==> src/rtl/nbp_pkg.sv <==
package nbp_pkg;

    typedef enum logic [2:0] {
        ST_IDLE,
        ST_UNL_A,
        ST_UNL_B,
        ST_LOAD,
        ST_COUNT,
        ST_FETCH,
        ST_WDATA,
        ST_CONFIRM
    } nbp_state_e;

    localparam logic [11:0] UNL_OFS_A    = 12'h555;
    localparam logic [11:0] UNL_OFS_B    = 12'h2AA;
    localparam logic [7:0]  CODE_UNL_A   = 8'hAA;
    localparam logic [7:0]  CODE_UNL_B   = 8'h55;
    localparam logic [7:0]  CODE_LOAD    = 8'h25;
    localparam logic [7:0]  CODE_CONFIRM = 8'h29;

    typedef struct packed {
        logic bad_count;
        logic bad_align;
    } nbp_chk_t;

    function automatic logic chk_ok(input nbp_chk_t c);
        return !(c.bad_count || c.bad_align);
    endfunction

    function automatic logic is_write_state(input nbp_state_e s);
        return (s == ST_UNL_A) || (s == ST_UNL_B) || (s == ST_LOAD) ||
               (s == ST_COUNT) || (s == ST_WDATA) || (s == ST_CONFIRM);
    endfunction

endpackage

==> src/rtl/nbp_req_check.sv <==
module nbp_req_check
    import nbp_pkg::*;
#(
    parameter int ADDR_W    = 24,
    parameter int CNT_W     = 8,
    parameter int MAX_WORDS = 32,
    parameter bit ALIGN_EN  = 1'b1
) (
    input  logic [ADDR_W-1:0] addr,
    input  logic [CNT_W-1:0]  cnt,
    output nbp_chk_t          res
);
    localparam int ALIGN_BITS = $clog2(MAX_WORDS);

    always_comb begin
        res.bad_count = (cnt == '0) || (cnt > CNT_W'(MAX_WORDS));
    end

    generate
        if (ALIGN_EN && ALIGN_BITS > 0) begin : g_align
            always_comb res.bad_align = (addr[ALIGN_BITS-1:0] != '0);
        end else begin : g_noalign
            always_comb res.bad_align = 1'b0;
        end
    endgenerate

endmodule

==> src/rtl/nbp_word_track.sv <==
module nbp_word_track #(
    parameter int ADDR_W = 24,
    parameter int CNT_W  = 8
) (
    input  logic              clk,
    input  logic              rst,
    input  logic              load,
    input  logic [ADDR_W-1:0] load_addr,
    input  logic [CNT_W-1:0]  load_cnt,
    input  logic              step,
    output logic [ADDR_W-1:0] cur_addr,
    output logic [CNT_W-1:0]  left,
    output logic              is_last
);
    always_ff @(posedge clk) begin
        if (rst) begin
            cur_addr <= '0;
            left     <= '0;
        end else if (load) begin
            cur_addr <= load_addr;
            left     <= load_cnt;
        end else if (step && !is_last) begin
            cur_addr <= cur_addr + ADDR_W'(1);
            left     <= left - CNT_W'(1);
        end
    end

    assign is_last = (left == CNT_W'(1));

endmodule

==> src/rtl/nbp_sequencer.sv <==
module nbp_sequencer
    import nbp_pkg::*;
#(
    parameter int ADDR_W    = 24,
    parameter int DATA_W    = 16,
    parameter int CNT_W     = 8,
    parameter int MAX_WORDS = 32,
    parameter bit ALIGN_EN  = 1'b1
) (
    input  logic              clk,
    input  logic              rst,
    input  logic              start,
    input  logic [ADDR_W-1:0] start_addr,
    input  logic [CNT_W-1:0]  word_cnt,
    input  logic              in_valid,
    input  logic [DATA_W-1:0] in_data,
    output logic              in_ready,
    output logic              bus_req,
    output logic [ADDR_W-1:0] bus_addr,
    output logic [DATA_W-1:0] bus_wdata,
    input  logic              bus_ack,
    output logic              busy,
    output logic              done,
    output logic              err
);
    nbp_state_e        state_q;
    nbp_chk_t          chk;
    logic [DATA_W-1:0] word_q;
    logic [ADDR_W-1:0] cur_addr;
    logic [CNT_W-1:0]  left;
    logic              is_last;
    logic              accept;
    logic              step;

    nbp_req_check #(
        .ADDR_W(ADDR_W), .CNT_W(CNT_W), .MAX_WORDS(MAX_WORDS), .ALIGN_EN(ALIGN_EN)
    ) u_check (
        .addr(start_addr),
        .cnt (word_cnt),
        .res (chk)
    );

    assign accept = (state_q == ST_IDLE) && start && chk_ok(chk);
    assign step   = (state_q == ST_WDATA) && bus_ack;

    nbp_word_track #(.ADDR_W(ADDR_W), .CNT_W(CNT_W)) u_track (
        .clk      (clk),
        .rst      (rst),
        .load     (accept),
        .load_addr(start_addr),
        .load_cnt (word_cnt),
        .step     (step),
        .cur_addr (cur_addr),
        .left     (left),
        .is_last  (is_last)
    );

    always_ff @(posedge clk) begin
        if (rst) begin
            state_q <= ST_IDLE;
            word_q  <= '0;
            done    <= 1'b0;
            err     <= 1'b0;
        end else begin
            done <= 1'b0;
            err  <= 1'b0;
            case (state_q)
                ST_IDLE: begin
                    if (start) begin
                        if (chk_ok(chk)) state_q <= ST_UNL_A;
                        else             err     <= 1'b1;
                    end
                end
                ST_UNL_A:   if (bus_ack) state_q <= ST_UNL_B;
                ST_UNL_B:   if (bus_ack) state_q <= ST_LOAD;
                ST_LOAD:    if (bus_ack) state_q <= ST_COUNT;
                ST_COUNT:   if (bus_ack) state_q <= ST_FETCH;
                ST_FETCH: begin
                    if (in_valid) begin
                        word_q  <= in_data;
                        state_q <= ST_WDATA;
                    end
                end
                ST_WDATA:   if (bus_ack) state_q <= is_last ? ST_CONFIRM : ST_FETCH;
                ST_CONFIRM: begin
                    if (bus_ack) begin
                        state_q <= ST_IDLE;
                        done    <= 1'b1;
                    end
                end
                default: state_q <= ST_IDLE;
            endcase
        end
    end

    always_comb begin
        bus_addr  = cur_addr;
        bus_wdata = '0;
        case (state_q)
            ST_UNL_A: begin
                bus_addr  = ADDR_W'(UNL_OFS_A);
                bus_wdata = DATA_W'(CODE_UNL_A);
            end
            ST_UNL_B: begin
                bus_addr  = ADDR_W'(UNL_OFS_B);
                bus_wdata = DATA_W'(CODE_UNL_B);
            end
            ST_LOAD:    bus_wdata = DATA_W'(CODE_LOAD);
            ST_COUNT:   bus_wdata = DATA_W'(left - CNT_W'(1));
            ST_WDATA:   bus_wdata = word_q;
            ST_CONFIRM: bus_wdata = DATA_W'(CODE_CONFIRM);
            default:    bus_wdata = '0;
        endcase
    end

    assign bus_req  = is_write_state(state_q);
    assign in_ready = (state_q == ST_FETCH);
    assign busy     = (state_q != ST_IDLE);


    hold_req_chk: assert property (@(posedge clk) disable iff (rst)
        bus_req && !bus_ack |=> bus_req && $stable(bus_addr) && $stable(bus_wdata));


    stall_stream_chk: assert property (@(posedge clk) disable iff (rst)
        bus_req |-> !in_ready);


    done_idle_chk: assert property (@(posedge clk) disable iff (rst)
        done |-> !busy && !bus_req);


    reject_quiet_chk: assert property (@(posedge clk) disable iff (rst)
        err |-> !busy && !bus_req && !in_ready);


    flag_excl_chk: assert property (@(posedge clk) disable iff (rst)
        $onehot0({done, err}));


    req_in_burst_chk: assert property (@(posedge clk) disable iff (rst)
        bus_req |-> busy);

endmodule

==> config.mk <==
export PLATFORM = sky130hd
export DESIGN_NAME = nbp_sequencer
export DESIGN_NICKNAME = d
export VERILOG_FILES = /design/src/rtl/nbp_pkg.sv /design/src/rtl/nbp_req_check.sv /design/src/rtl/nbp_word_track.sv /design/src/rtl/nbp_sequencer.sv
export SDC_FILE = /design/constraint.sdc
export NUM_CORES = 1
export LEC_CHECK = 0
export ABC_AREA = 1
export BUFFER_PORTS_ARGS = -buffer_cell sky130_fd_sc_hd__buf_2
export CAP_MARGIN = 20
export CORE_ASPECT_RATIO = 1.5
export CORE_MARGIN = 5
export CORE_UTILIZATION = 45
export CTS_CLUSTER_DIAMETER = 200
export DETAILED_ROUTE_END_ITERATION = 7
export PLACE_DENSITY = 0.78
export SLEW_MARGIN = 20
export SYNTH_ARGS = -nofsm -noshare
export SYNTH_HDL_FRONTEND = slang
export SYNTH_SLANG_ARGS = --single-unit
export TNS_END_PERCENT = 50
==> constraint.sdc <==
create_clock -name clk -period 2.56 [get_ports clk]
set_input_delay 0.768 -clock clk [delete_from_list [all_inputs] [get_ports clk]]
set_output_delay 0.768 -clock clk [all_outputs]
set_load 0.01 [all_outputs]
==> run metrics, run 1 <==
GRT Total Usage a little over a fifth; grt total ovfl 0; Max-Cap Viols 0; synth warn 0; Worst Clk Skew between 6 and 7 ps; Setup TNS Final 0 ps; power per cell area between 400 and 500 nW/um^2; final period utilization between 90 and 100%; Reg clk slew, reported paths roughly 70 ps; most frequent cells in the layout nand2_1, buf_2, inv_1; worst endpoint required time between 1500 and 2000 ps; wirelength, routed ~10 mm; gr busiest metal met2; fill cell count 766; Slew headroom between 40% and 50%; DP Wirelength about 7.6 mm; Layout area overhead 20.7%; Skew-Pair Late Insertion Delay about 290 ps; nets 713; drt via density around 5.1; sequential area share after synthesis between 30% and 40%; core box area 7560 um^2; TritonRoute pass-1 iters 5; worst setup path class reg2out; crit start category register; Reg-to-Reg Start state_q[1]; post-synth cell types 36; CTS max path bufs 2; H-tree depth reported by CTS 2; I/O pin cnt slightly below 100; syn nets slightly above 600; Final ANT Viol Nets 0; Max VDD drop around 0.35 mV; die area ~9600 um^2; Synth top area share 30.5%; CP arrival 1660 ps; Yosys reg bits 53; Critical Path Start state_q[0]; Util after Layout 55.5%; row count 39; Mapped Area about 3500 um^2; CTS tree built; Port Buf Inserts 97; Die Ht approximately 120 um; wire per inst 13.2 um; share of cells above drive strength 1 21.2%; vias between 3000 and 4000; global-route wire length before repair about 17 mm; minimum clock period about 2400 ps; ANT cells 0; CTS Buf Count 5; hold path start word_q[8]; largest net degree at the start of global routing 31; Crit. End Element output port; Initial Util a little under half; max frequency 0.412 GHz; 1st-iter DRT viols just under 200; cell count after synthesis approximately 560; die width roughly 82 um; gpl congestion 0.946; Syn Area/Cell around 6.2 um^2; Hold Fails Final Rpt 0; met3 Track Usage GR under 10%; final setup violation count 0; vias in the first global route 3798; Max FO, Critical Path 20; Lkg Pwr about 2.0 nW; HP Class reg2reg; GR Util met2 between 30% and 40%; top cell type by total area after synthesis dfxtp_1; M1 GR Usage approximately 24%; Root Driver clkbuf_16; worst hold margin 447 ps; status finished, final reports clean; Final Slew Violations 0; most common cell after layout, fill and taps aside nand2_1; worst-margin pin slew ~800 ps; DR DRC count 0; initial antenna violation count 0; CTS sink count 53; Tot Pwr approximately 2.0 mW; main area contributors after synthesis dfxtp_1, nand2_1, inv_1; RSZ-0062 raised after global routing no
## stage by stage
step | cells | area [um^2] | setup slack [ps]
floorplan | 564 | 3480 | 522
global placement | 751 | 4040 | 319
detailed placement | 751 | 4040 | 268
CTS | 758 | 4190 | 21.4
global route | 759 | 4200 | 14.3
finish | 759 | 4200 | 135
## per-layer routing
| metal | share of wire, % | wire length, um |
|---|---|---|
| met1 | 39 | 3910 |
| met2 | 53 | 5300 |
| met3 | 6.2 | 619 |
| met4 | 1.7 | 174 |
| met5 | 0 | 0 |
## cell type report
cell class / instances / area [um^2] / share of cell area, %
Clock inverter: 1 / 7.51 / 0.179
Sequential cell: 53 / 1060 / 25.3
Inverter: 82 / 315 / 7.52
Clock buffer: 6 / 139 / 3.31
Multi-Input combinational cell: 407 / 1980 / 47.1
Tap cell: 102 / 128 / 3.04
Timing Repair Buffer: 108 / 568 / 13.5
## critical path, stage by stage (launching register included)
cell and delay, ps:
dfxtp_1 430, inv_1 120, nand3_1 130, nand2_1 70, buf_4 200, o21ai_0 230, buf_2 180
## cells by family (layout without fill, tap and decap cells)
family / count (synthesis) / after routing / share of synthesized area (%)
and+or+nand+nor: 291 / 291 / 36.6
buffers and inverters: 104 / 197 / 12.7
DFF: 53 / 53 / 30.5
xor gates and xnor gates: 15 / 15 / 3.78
AOI/OAI and AO/OA: 98 / 98 / 15.3
adders and majority gates: 3 / 3 / 1.08
## cells in the mapped netlist (all sizes together)
cell,instances
nand2,159
inv,81
nor2,71
dfxtp,53
o21ai,48
a21oi,39
nand3,39
nand4,14
xor2,14
clkbuf,13
buf,9
nor3,6
o221ai,4
ha,3
a31oi,2
o22ai,2
clkinv,1
nand3b,1
o2111ai,1
o211a,1
o211ai,1
or2,1
xnor2,1
## power breakdown
part           switching (mW)  internal, mW  total, mW
Sequential             0.0128         0.834      0.847
Combinational           0.267         0.156      0.423
Clock                   0.300         0.384      0.685
Total                   0.580          1.37       1.95
## timing repair
| action | 4_1_cts | 5_1_grt |
|---|---|---|
| setup buffers | 0 | 1 |
| endpoints found under the setup margin | 0 | 8 |
| gates resized for setup | 0 | 1 |
| hold buffers | 0 | 0 |
## path summary, 6_finish.rpt
kind                 end  slack (ps)  cells after the start
max          bus_addr[7]         130                      6
min reg2reg    word_q[8]         450                      2
max reg2reg   word_q[13]         720                      6
min            word_q[8]         450                      2
## flip-flops by register name, summed over array words and instances (netlist names)
register and count:
done 1, state_q 3, err 1, u_track.left 8, word_q 16, u_track.cur_addr 24
No activity file was read; power rests on OpenSTA's default activity.
==> run 2: changes to the inputs <==
--- a/config.mk
+++ b/config.mk
@@ -5,15 +5,16 @@
 export SDC_FILE = /design/constraint.sdc
 export NUM_CORES = 1
 export LEC_CHECK = 0
-export ABC_AREA = 1
+export ABC_AREA = 0
 export BUFFER_PORTS_ARGS = -buffer_cell sky130_fd_sc_hd__buf_2
 export CAP_MARGIN = 20
 export CORE_ASPECT_RATIO = 1.5
 export CORE_MARGIN = 5
-export CORE_UTILIZATION = 45
+export CORE_UTILIZATION = 55
 export CTS_CLUSTER_DIAMETER = 200
 export DETAILED_ROUTE_END_ITERATION = 7
-export PLACE_DENSITY = 0.78
+export PLACE_DENSITY = 0.92
+export SETUP_SLACK_MARGIN = 0.2
 export SLEW_MARGIN = 20
 export SYNTH_ARGS = -nofsm -noshare
 export SYNTH_HDL_FRONTEND = slang
==> run 2 against run 1 <==
  * Worst hold slack better by 13 ps
  * Combinational power down 20%
  * Synthesized cell count down 20%
  * Highest routed layer unchanged
  * The run now ends with negative setup slack left
  * Clock skew about the same
  * Clock power down 13%
  * Final area down 1.6%
  * Non-clock buffer count up 19
  * Worst setup slack worse by 310 ps
  * Via count down 4.3%
  * Synthesized area down 7.2%
  * Critical path type unchanged
  * Global-route usage up 3.0 points
==> run metrics, run 2 <==
vias in the first global route 3418 (was 3798); Reg-to-Reg Start u_track.left[1] (was state_q[1]); power per cell area 430 nW/um^2 (was 466 nW/um^2); gr busiest metal met2 (unchanged); Post-Synth XOR/XNOR Area 5.97% (was 3.78%); global-route wire length before repair 15.3 mm (was 16.6 mm); HP Class reg2reg (unchanged); die area 7530 um^2 (was 9620 um^2); most frequent cell after synthesis nand2_1 (unchanged); drt via density 5.98 (was 5.10); H-tree depth reported by CTS 2 (unchanged); post-synthesis compound-gate area fraction 20.4% (was 15.3%); ANT cells 0 (unchanged); final period utilization 107% (was 94.7%); Final Slew Violations 0 (unchanged); setup ws final -179 ps (was 135 ps); CTS tree built (unchanged); Syn Area/Cell 7.17 um^2 (was 6.17 um^2); CP arrival 1970 ps (was 1660 ps); critical path endpoint bus_wdata[5] (was bus_addr[7]); DR DRC count 0 (unchanged); worst setup path class reg2out (unchanged); Die Ht 104 um (was 118 um); Reg clk slew, reported paths 90 ps (was 70 ps); Sw Ratio 27.3% (was 29.7%); max frequency 0.365 GHz (was 0.412 GHz); Critical Path Stages 6 (unchanged); top cell type by total area after synthesis dfxtp_1 (unchanged); synth warn 0 (unchanged); main area contributors after synthesis dfxtp_1, nand2_1, a21oi_1 (was dfxtp_1, nand2_1, inv_1); DP Wirelength 7.11 mm (was 7.56 mm); Skew-Pair Late Insertion Delay 310 ps (was 290 ps); core box area 5740 um^2 (was 7560 um^2); Clk network pwr share 33.5% (was 35.0%); share of cells above drive strength 1 30.5% (was 21.2%); worst-margin pin slew 777 ps (was 796 ps); Async S/R FF share, synth 0% (unchanged); CTS max path bufs 2 (unchanged); worst hold margin 460 ps (was 447 ps); hold_buf cts 0 (unchanged); largest family of logic cells by synthesized area simple AND/OR/NAND/NOR gates (unchanged); CTS sink count 53 (unchanged); I/O pin cnt 98 (unchanged); Final ANT Viol Nets 0 (unchanged); Biggest register u_track.cur_addr (unchanged); minimum clock period 2740 ps (was 2430 ps); Seq pwr share 47.4% (was 43.3%); vias 3707 (was 3873); mux share of post-synthesis cell area 0.659% (was 0%); Synth top area share 32.9% (was 30.5%); Port Buf Inserts 97 (unchanged); Max-Cap Viols 0 (unchanged); Sw Pwr 484 uW (was 580 uW); die width 72.6 um (was 81.8 um); simple-gate share of the synthesized area 32.9% (was 36.6%); 1st-iter DRT viols 194 (was 196); final setup violation count 12 (was 0); most common cell after layout, fill and taps aside buf_2 (was nand2_1); row count 34 (was 39); Setup TNS Final -1450 ps (was 0 ps); initial antenna violation count 0 (unchanged); pre-CTS worst setup slack -71.7 ps (was 268 ps); Int Power 1.29 mW (was 1.37 mW); Largest register FFs 24 (unchanged); Mapped Area 3230 um^2 (was 3480 um^2); Util after Layout 71.9% (was 55.5%); Post-synth EDFFs 0 (unchanged); wire per inst 15.7 um (was 13.2 um); register-to-register setup slack 390 ps (was 720 ps); failing checks negative setup slack; sequential area share after synthesis 32.9% (was 30.5%); worst endpoint required time 1790 ps (about the same); largest net degree at the start of global routing 44 (was 31); Top FF cell, synth dfxtp_1 (unchanged); CTS Buf Count 5 (unchanged); kind of cell adding the most delay to the critical path simple AND/OR/NAND/NOR gates (was buffers and inverters); cell count after synthesis 450 (was 564); Buf/Inv on CP 1 (was 3); GRT Total Usage 24.3% (was 21.3%); GR Util met2 43.9% (was 39.1%); Top Registers u_track.cur_addr x24, word_q x16, u_track.left x8 (unchanged); Layout area overhead 27.8% (was 20.7%); most frequent cells in the layout buf_2, nand2_1, dfxtp_1 (was nand2_1, buf_2, inv_1); grt total ovfl 0 (unchanged); post-synth cell types 53 (was 36); met3 Track Usage GR 3.88% (was 3.29%); Max VDD drop 0.299 mV (was 0.350 mV); Root Driver clkbuf_8 (was clkbuf_16); Critical Path Start u_track.left[0] (was state_q[0]); TritonRoute pass-1 iters 5 (unchanged); Yosys reg bits 53 (unchanged); Worst path max stage delay 580 ps (was 430 ps); Max FO, Critical Path 4 (was 20); Slew headroom 48.2% (was 46.8%); M1 GR Usage 27.3% (was 24.3%); Crit. End Element output port (unchanged); syn nets 506 (was 620); adder-cell share of the synthesized area 1.16% (was 1.08%); crit start category register (unchanged); nets 603 (was 713); Lkg Pwr 1.76 nW (was 2.00 nW); RSZ-0062 raised after global routing yes (was no); Logic pwr share 19.2% (was 21.6%); status finished, violations left (was finished, final reports clean); critical path's slowest cell or4_4 (was dfxtp_1); wirelength, routed 9.71 mm (was 10.0 mm); Worst Clk Skew 6.51 ps (was 6.96 ps); RR Endpoint u_track.cur_addr[12] (was word_q[13]); list of most frequent post-synthesis cells nand2_1, dfxtp_1, a21oi_1, nor2_1, clkbuf_1 (was nand2_1, inv_1, nor2_1); Initial Util 56.2% (was 46.0%); Hold Fails Final Rpt 0 (unchanged); r2r worst-path depth 8 (was 6); gpl congestion 0.879 (was 0.946); Cell Chain, Critical Path or4_4 -> nor2_2 -> xor2_1 -> a22oi_1 -> o21ai_1 -> buf_2 (was inv_1 -> nand3_1 -> nand2_1 -> buf_4 -> o21ai_0 -> buf_2)
## run 2: cell count changes after synthesis, sizes merged, moves of 6 or more
cell / change
nand4: -8
inv: -74
a211oi: +13
clkbuf: +12
and2: +6
nand3: -25
nor4: +12
nand2: -79
a21oi: +8
o21ai: -31
xnor2: +11
nor2b: +14
nor2: -24
nor3: +8
## run 2: worst min-delay path: stages (launching register included)
cell	delay, ps
dfxtp_1	320
nand2_1	50
a21oi_1	50
## run 2: per-layer routing
metal	vias to the layer above	part of all wire, %
li1	1782	-
met1	1749	36
met2	154	55
met3	22	6.5
met4	0	2.8
met5	-	0
## run 2: timing repair
action                                  in CTS  in global routing
pin swaps                                    2                  3
buffers inserted                             1                  7
endpoints found under the setup margin      35                 51
resized for setup                           15                 20
gates cloned                                 0                  0
## run 2: cell type report
class / count / area [um^2]
repair buffers: 127 / 746
clock inverters: 1 / 30.0
clock buffers: 7 / 86.3
flip-flops and latches: 53 / 1070
multi-input cells: 353 / 2080
fillers: 453 / 1620
well taps: 72 / 90.1
inverters: 7 / 26.3
## run 2: worst min-delay path by stage
stage	start	end	slack, ps	cells past startpoint
floorplan	word_q[4]	word_q[4]	430	2
global placement	word_q[12]	word_q[12]	440	2
detailed placement	word_q[4]	word_q[4]	450	2
CTS	word_q[4]	word_q[4]	460	2
global route	word_q[4]	word_q[4]	480	2
finish	word_q[0]	word_q[0]	460	2
## run 2: kinds of logic (layout without fill, tap and decap cells)
logic type / after synthesis / count (layout)
AND/OR/NAND/NOR: 221 / 221
AO/OA/AOI/OAI: 105 / 105
flip-flops: 53 / 53
buffers and inverters: 44 / 142
XOR/XNOR: 22 / 22
adder cells (fa/ha/maj): 3 / 3
multiplexers: 2 / 2
## run 2: stage by stage
| step | cell area [um^2] | std cells | total power, mW |
|---|---|---|---|
| after floorplan | 3280 | 450 | 1.04 |
| final | 4130 | 620 | 1.77 |
| after detailed placement | 3840 | 604 | 1.18 |
| after global placement | 3840 | 604 | 1.17 |
| after CTS | 4010 | 613 | 1.76 |
| after global routing | 4130 | 620 | 1.84 |
## run 2: power by group through the flow
stage / logic [mW] / clock network, mW / registers (mW)
floorplan: 0.183 / 0 / 0.855
global placement: 0.314 / 0 / 0.858
detailed placement: 0.319 / 0 / 0.858
CTS: 0.325 / 0.594 / 0.839
global route: 0.373 / 0.628 / 0.841
finish: 0.340 / 0.593 / 0.840
==> run 3: changes to the inputs <==
--- a/config.mk
+++ b/config.mk
@@ -8,9 +8,11 @@
 export ABC_AREA = 0
 export BUFFER_PORTS_ARGS = -buffer_cell sky130_fd_sc_hd__buf_2
 export CAP_MARGIN = 20
+export CELL_PAD_IN_SITES_DETAIL_PLACEMENT = 1
+export CELL_PAD_IN_SITES_GLOBAL_PLACEMENT = 2
 export CORE_ASPECT_RATIO = 1.5
 export CORE_MARGIN = 5
-export CORE_UTILIZATION = 55
+export CORE_UTILIZATION = 30
 export CTS_CLUSTER_DIAMETER = 200
 export DETAILED_ROUTE_END_ITERATION = 7
 export PLACE_DENSITY = 0.92
==> run 3 against run 2 <==
  * The flow still finishes with violations (negative setup slack)
  * Power is 7.0% higher
  * Sequential share of layout area decreased by 1.9 points
  * Final cell count increased by 13%
  * Die area rose by 72%
  * Maximum frequency rose by 0.52%
  * Via count down 1.9%
  * Combinational power up 3%
  * Worst hold slack got worse by 1.0 ps
  * Critical path depth up 1
  * Count of clock-buffer cells in the layout shrank 1
  * Register-to-register slack got worse by 120 ps
  * Wire length up 20%
  * Highest routed layer unchanged
==> run metrics, run 3 (same netlist as run 2, synthesis figures left out) <==
nets 614 (was 603); CP arrival 1960 ps (was 1970 ps); TritonRoute pass-1 iters 5 (unchanged); row count 46 (was 34); I/O pin cnt 98 (unchanged); Initial Util 30.6% (was 56.2%); worst setup path class reg2out (unchanged); wirelength, routed 11.7 mm (was 9.71 mm); Cell Chain, Critical Path or4_4 -> buf_4 -> buf_6 -> nand2_1 -> a22oi_2 -> o21ai_1 -> buf_2 (was or4_4 -> nor2_2 -> xor2_1 -> a22oi_1 -> o21ai_1 -> buf_2); Final ANT Viol Nets 0 (unchanged); Critical Path Start u_track.left[0] (unchanged); Port Buf Inserts 97 (unchanged); minimum clock period 2730 ps (was 2740 ps); register-to-register setup slack 270 ps (was 390 ps); Slew headroom 45.4% (was 48.2%); Tot Pwr 1.90 mW (was 1.77 mW); Largest register FFs 24 (unchanged); r2r worst-path depth 10 (was 8); Layout area overhead 38.4% (was 27.8%); Skew-Pair Late Insertion Delay 300 ps (was 310 ps); HP Class reg2reg (unchanged); die width 94.7 um (was 72.6 um); Worst path max stage delay 580 ps (about the same); Top Registers u_track.cur_addr x24, word_q x16, u_track.left x8 (unchanged); CTS tree built (unchanged); pre-CTS worst setup slack -97.7 ps (was -71.7 ps); DR DRC count 0 (unchanged); H-tree depth reported by CTS 2 (unchanged); vias 3636 (was 3707); power per cell area 425 nW/um^2 (was 430 nW/um^2); drt via density 5.18 (was 5.98); Die Ht 137 um (was 104 um); critical path endpoint bus_wdata[3] (was bus_wdata[5]); most common cell after layout, fill and taps aside buf_2 (unchanged); critical path's slowest cell or4_4 (unchanged); Reg-to-Reg Start u_track.left[0] (was u_track.left[1]); CTS Buf Count 5 (unchanged); CTS max path bufs 2 (unchanged); Util after Layout 42.4% (was 71.9%); failing checks negative setup slack (unchanged); 1st-iter DRT viols 113 (was 194); setup ws final -165 ps (was -179 ps); initial antenna violation count 0 (unchanged); crit start category register (unchanged); Hold Fails Final Rpt 0 (unchanged); GRT Total Usage 17.8% (was 24.3%); DP Wirelength 8.55 mm (was 7.11 mm); Biggest register u_track.cur_addr (unchanged); max frequency 0.367 GHz (was 0.365 GHz); Max-Cap Viols 0 (unchanged); most frequent cells in the layout buf_2, nand2_1, dfxtp_1 (unchanged); Worst Clk Skew 7.16 ps (was 6.51 ps); gpl congestion 0.835 (was 0.879); wire per inst 16.6 um (was 15.7 um); Area after DPL 3980 um^2 (was 3840 um^2); status finished, violations left (unchanged); grt total ovfl 0 (unchanged); Max VDD drop 0.285 mV (was 0.299 mV); CTS sink count 53 (unchanged); worst-margin pin slew 818 ps (was 777 ps); Max FO, Critical Path 3 (was 4); Final Slew Violations 0 (unchanged); largest net degree at the start of global routing 42 (was 44); global-route wire length before repair 18.4 mm (was 15.3 mm); ANT cells 0 (unchanged); die area 13000 um^2 (was 7530 um^2); share of cells above drive strength 1 33.9% (was 30.5%); final setup violation count 14 (was 12); RR Endpoint u_track.cur_addr[15] (was u_track.cur_addr[12]); vias in the first global route 3885 (was 3418); core box area 10500 um^2 (was 5740 um^2); Root Driver clkbuf_16 (was clkbuf_8); Reg clk slew, reported paths 70 ps (was 90 ps); hold_buf cts 0 (unchanged); final period utilization 106% (was 107%); worst endpoint required time 1790 ps (about the same); final instance area 4470 um^2 (was 4130 um^2); Lkg Pwr 1.83 nW (was 1.76 nW); Crit. End Element output port (unchanged); RSZ-0062 raised after global routing yes (unchanged)
run 3: cell count changes in the layout (fill, tap and decap cells not counted), moves of 5 or more:
cell | before | now
buf_2 | 97 | 89
clkbuf_8 | 6 | 1
clkbuf_16 | 0 | 5
buf_4 | 23 | 32
buf_6 | 6 | 14
run 3: report_power, final:
group	internal [mW]	total [mW]	switching, mW
sequential	0.832	0.851	0.0192
clock	0.385	0.697	0.312
combinational	0.146	0.349	0.203
total	1.36	1.90	0.535
run 3: per-layer routing:
| layer | vias to the layer above | GRT usage, % | share of wire (%) |
|---|---|---|---|
| li1 | 1799 | - | - |
| met1 | 1717 | 18.5 | 39 |
| met2 | 97 | 34.6 | 54 |
| met3 | 23 | 3.03 | 4.2 |
| met4 | 0 | 6.82 | 2.6 |
| met5 | - | 0 | 0 |
run 3: worst max-delay path: cells and delay by family, from the launching register on:
kind                   cells  cell delay (ps)
AND/OR/NAND/NOR            2              670
buffers and inverters      3              420
flip-flops                 1              340
AO/OA/AOI/OAI              2              230
run 3: worst min path at each step:
stage                          start    endpoint  slack [ps]  depth (start not counted)
after floorplan            word_q[4]   word_q[4]         430                          2
final                      word_q[0]   word_q[0]         460                          2
after global placement    word_q[10]  word_q[10]         440                          2
after global routing      word_q[13]  word_q[13]         480                          2
after CTS                  word_q[0]   word_q[0]         460                          2
after detailed placement   word_q[0]   word_q[0]         450                          2
run 3: final cells by class:
type / instances / area, um^2
Fill cell: 1342 / 6070
Multi-Input combinational cell: 354 / 2160
Sequential cell: 53 / 1070
Timing Repair Buffer: 137 / 883
Tap cell: 144 / 180
Clock buffer: 6 / 139
Inverter: 7 / 31.3
Clock inverter: 1 / 7.51
run 3: what timing repair did:
item                                    4_1_cts  5_1_grt
gates resized for setup                      37       22
cloned                                        0        1
endpoints found under the setup margin       42       48
pin swaps                                     9       11
setup buffers                                 8        5
run 3: through the flow:
step	cells	setup TNS (ps)	hold slack, ps
3_5_place_dp	681	-451	452
6_report	702	-824	459
5_1_grt	702	-1800	483
2_1_floorplan	450	0	433
4_1_cts	696	-488	462
3_3_place_gp	681	0	443
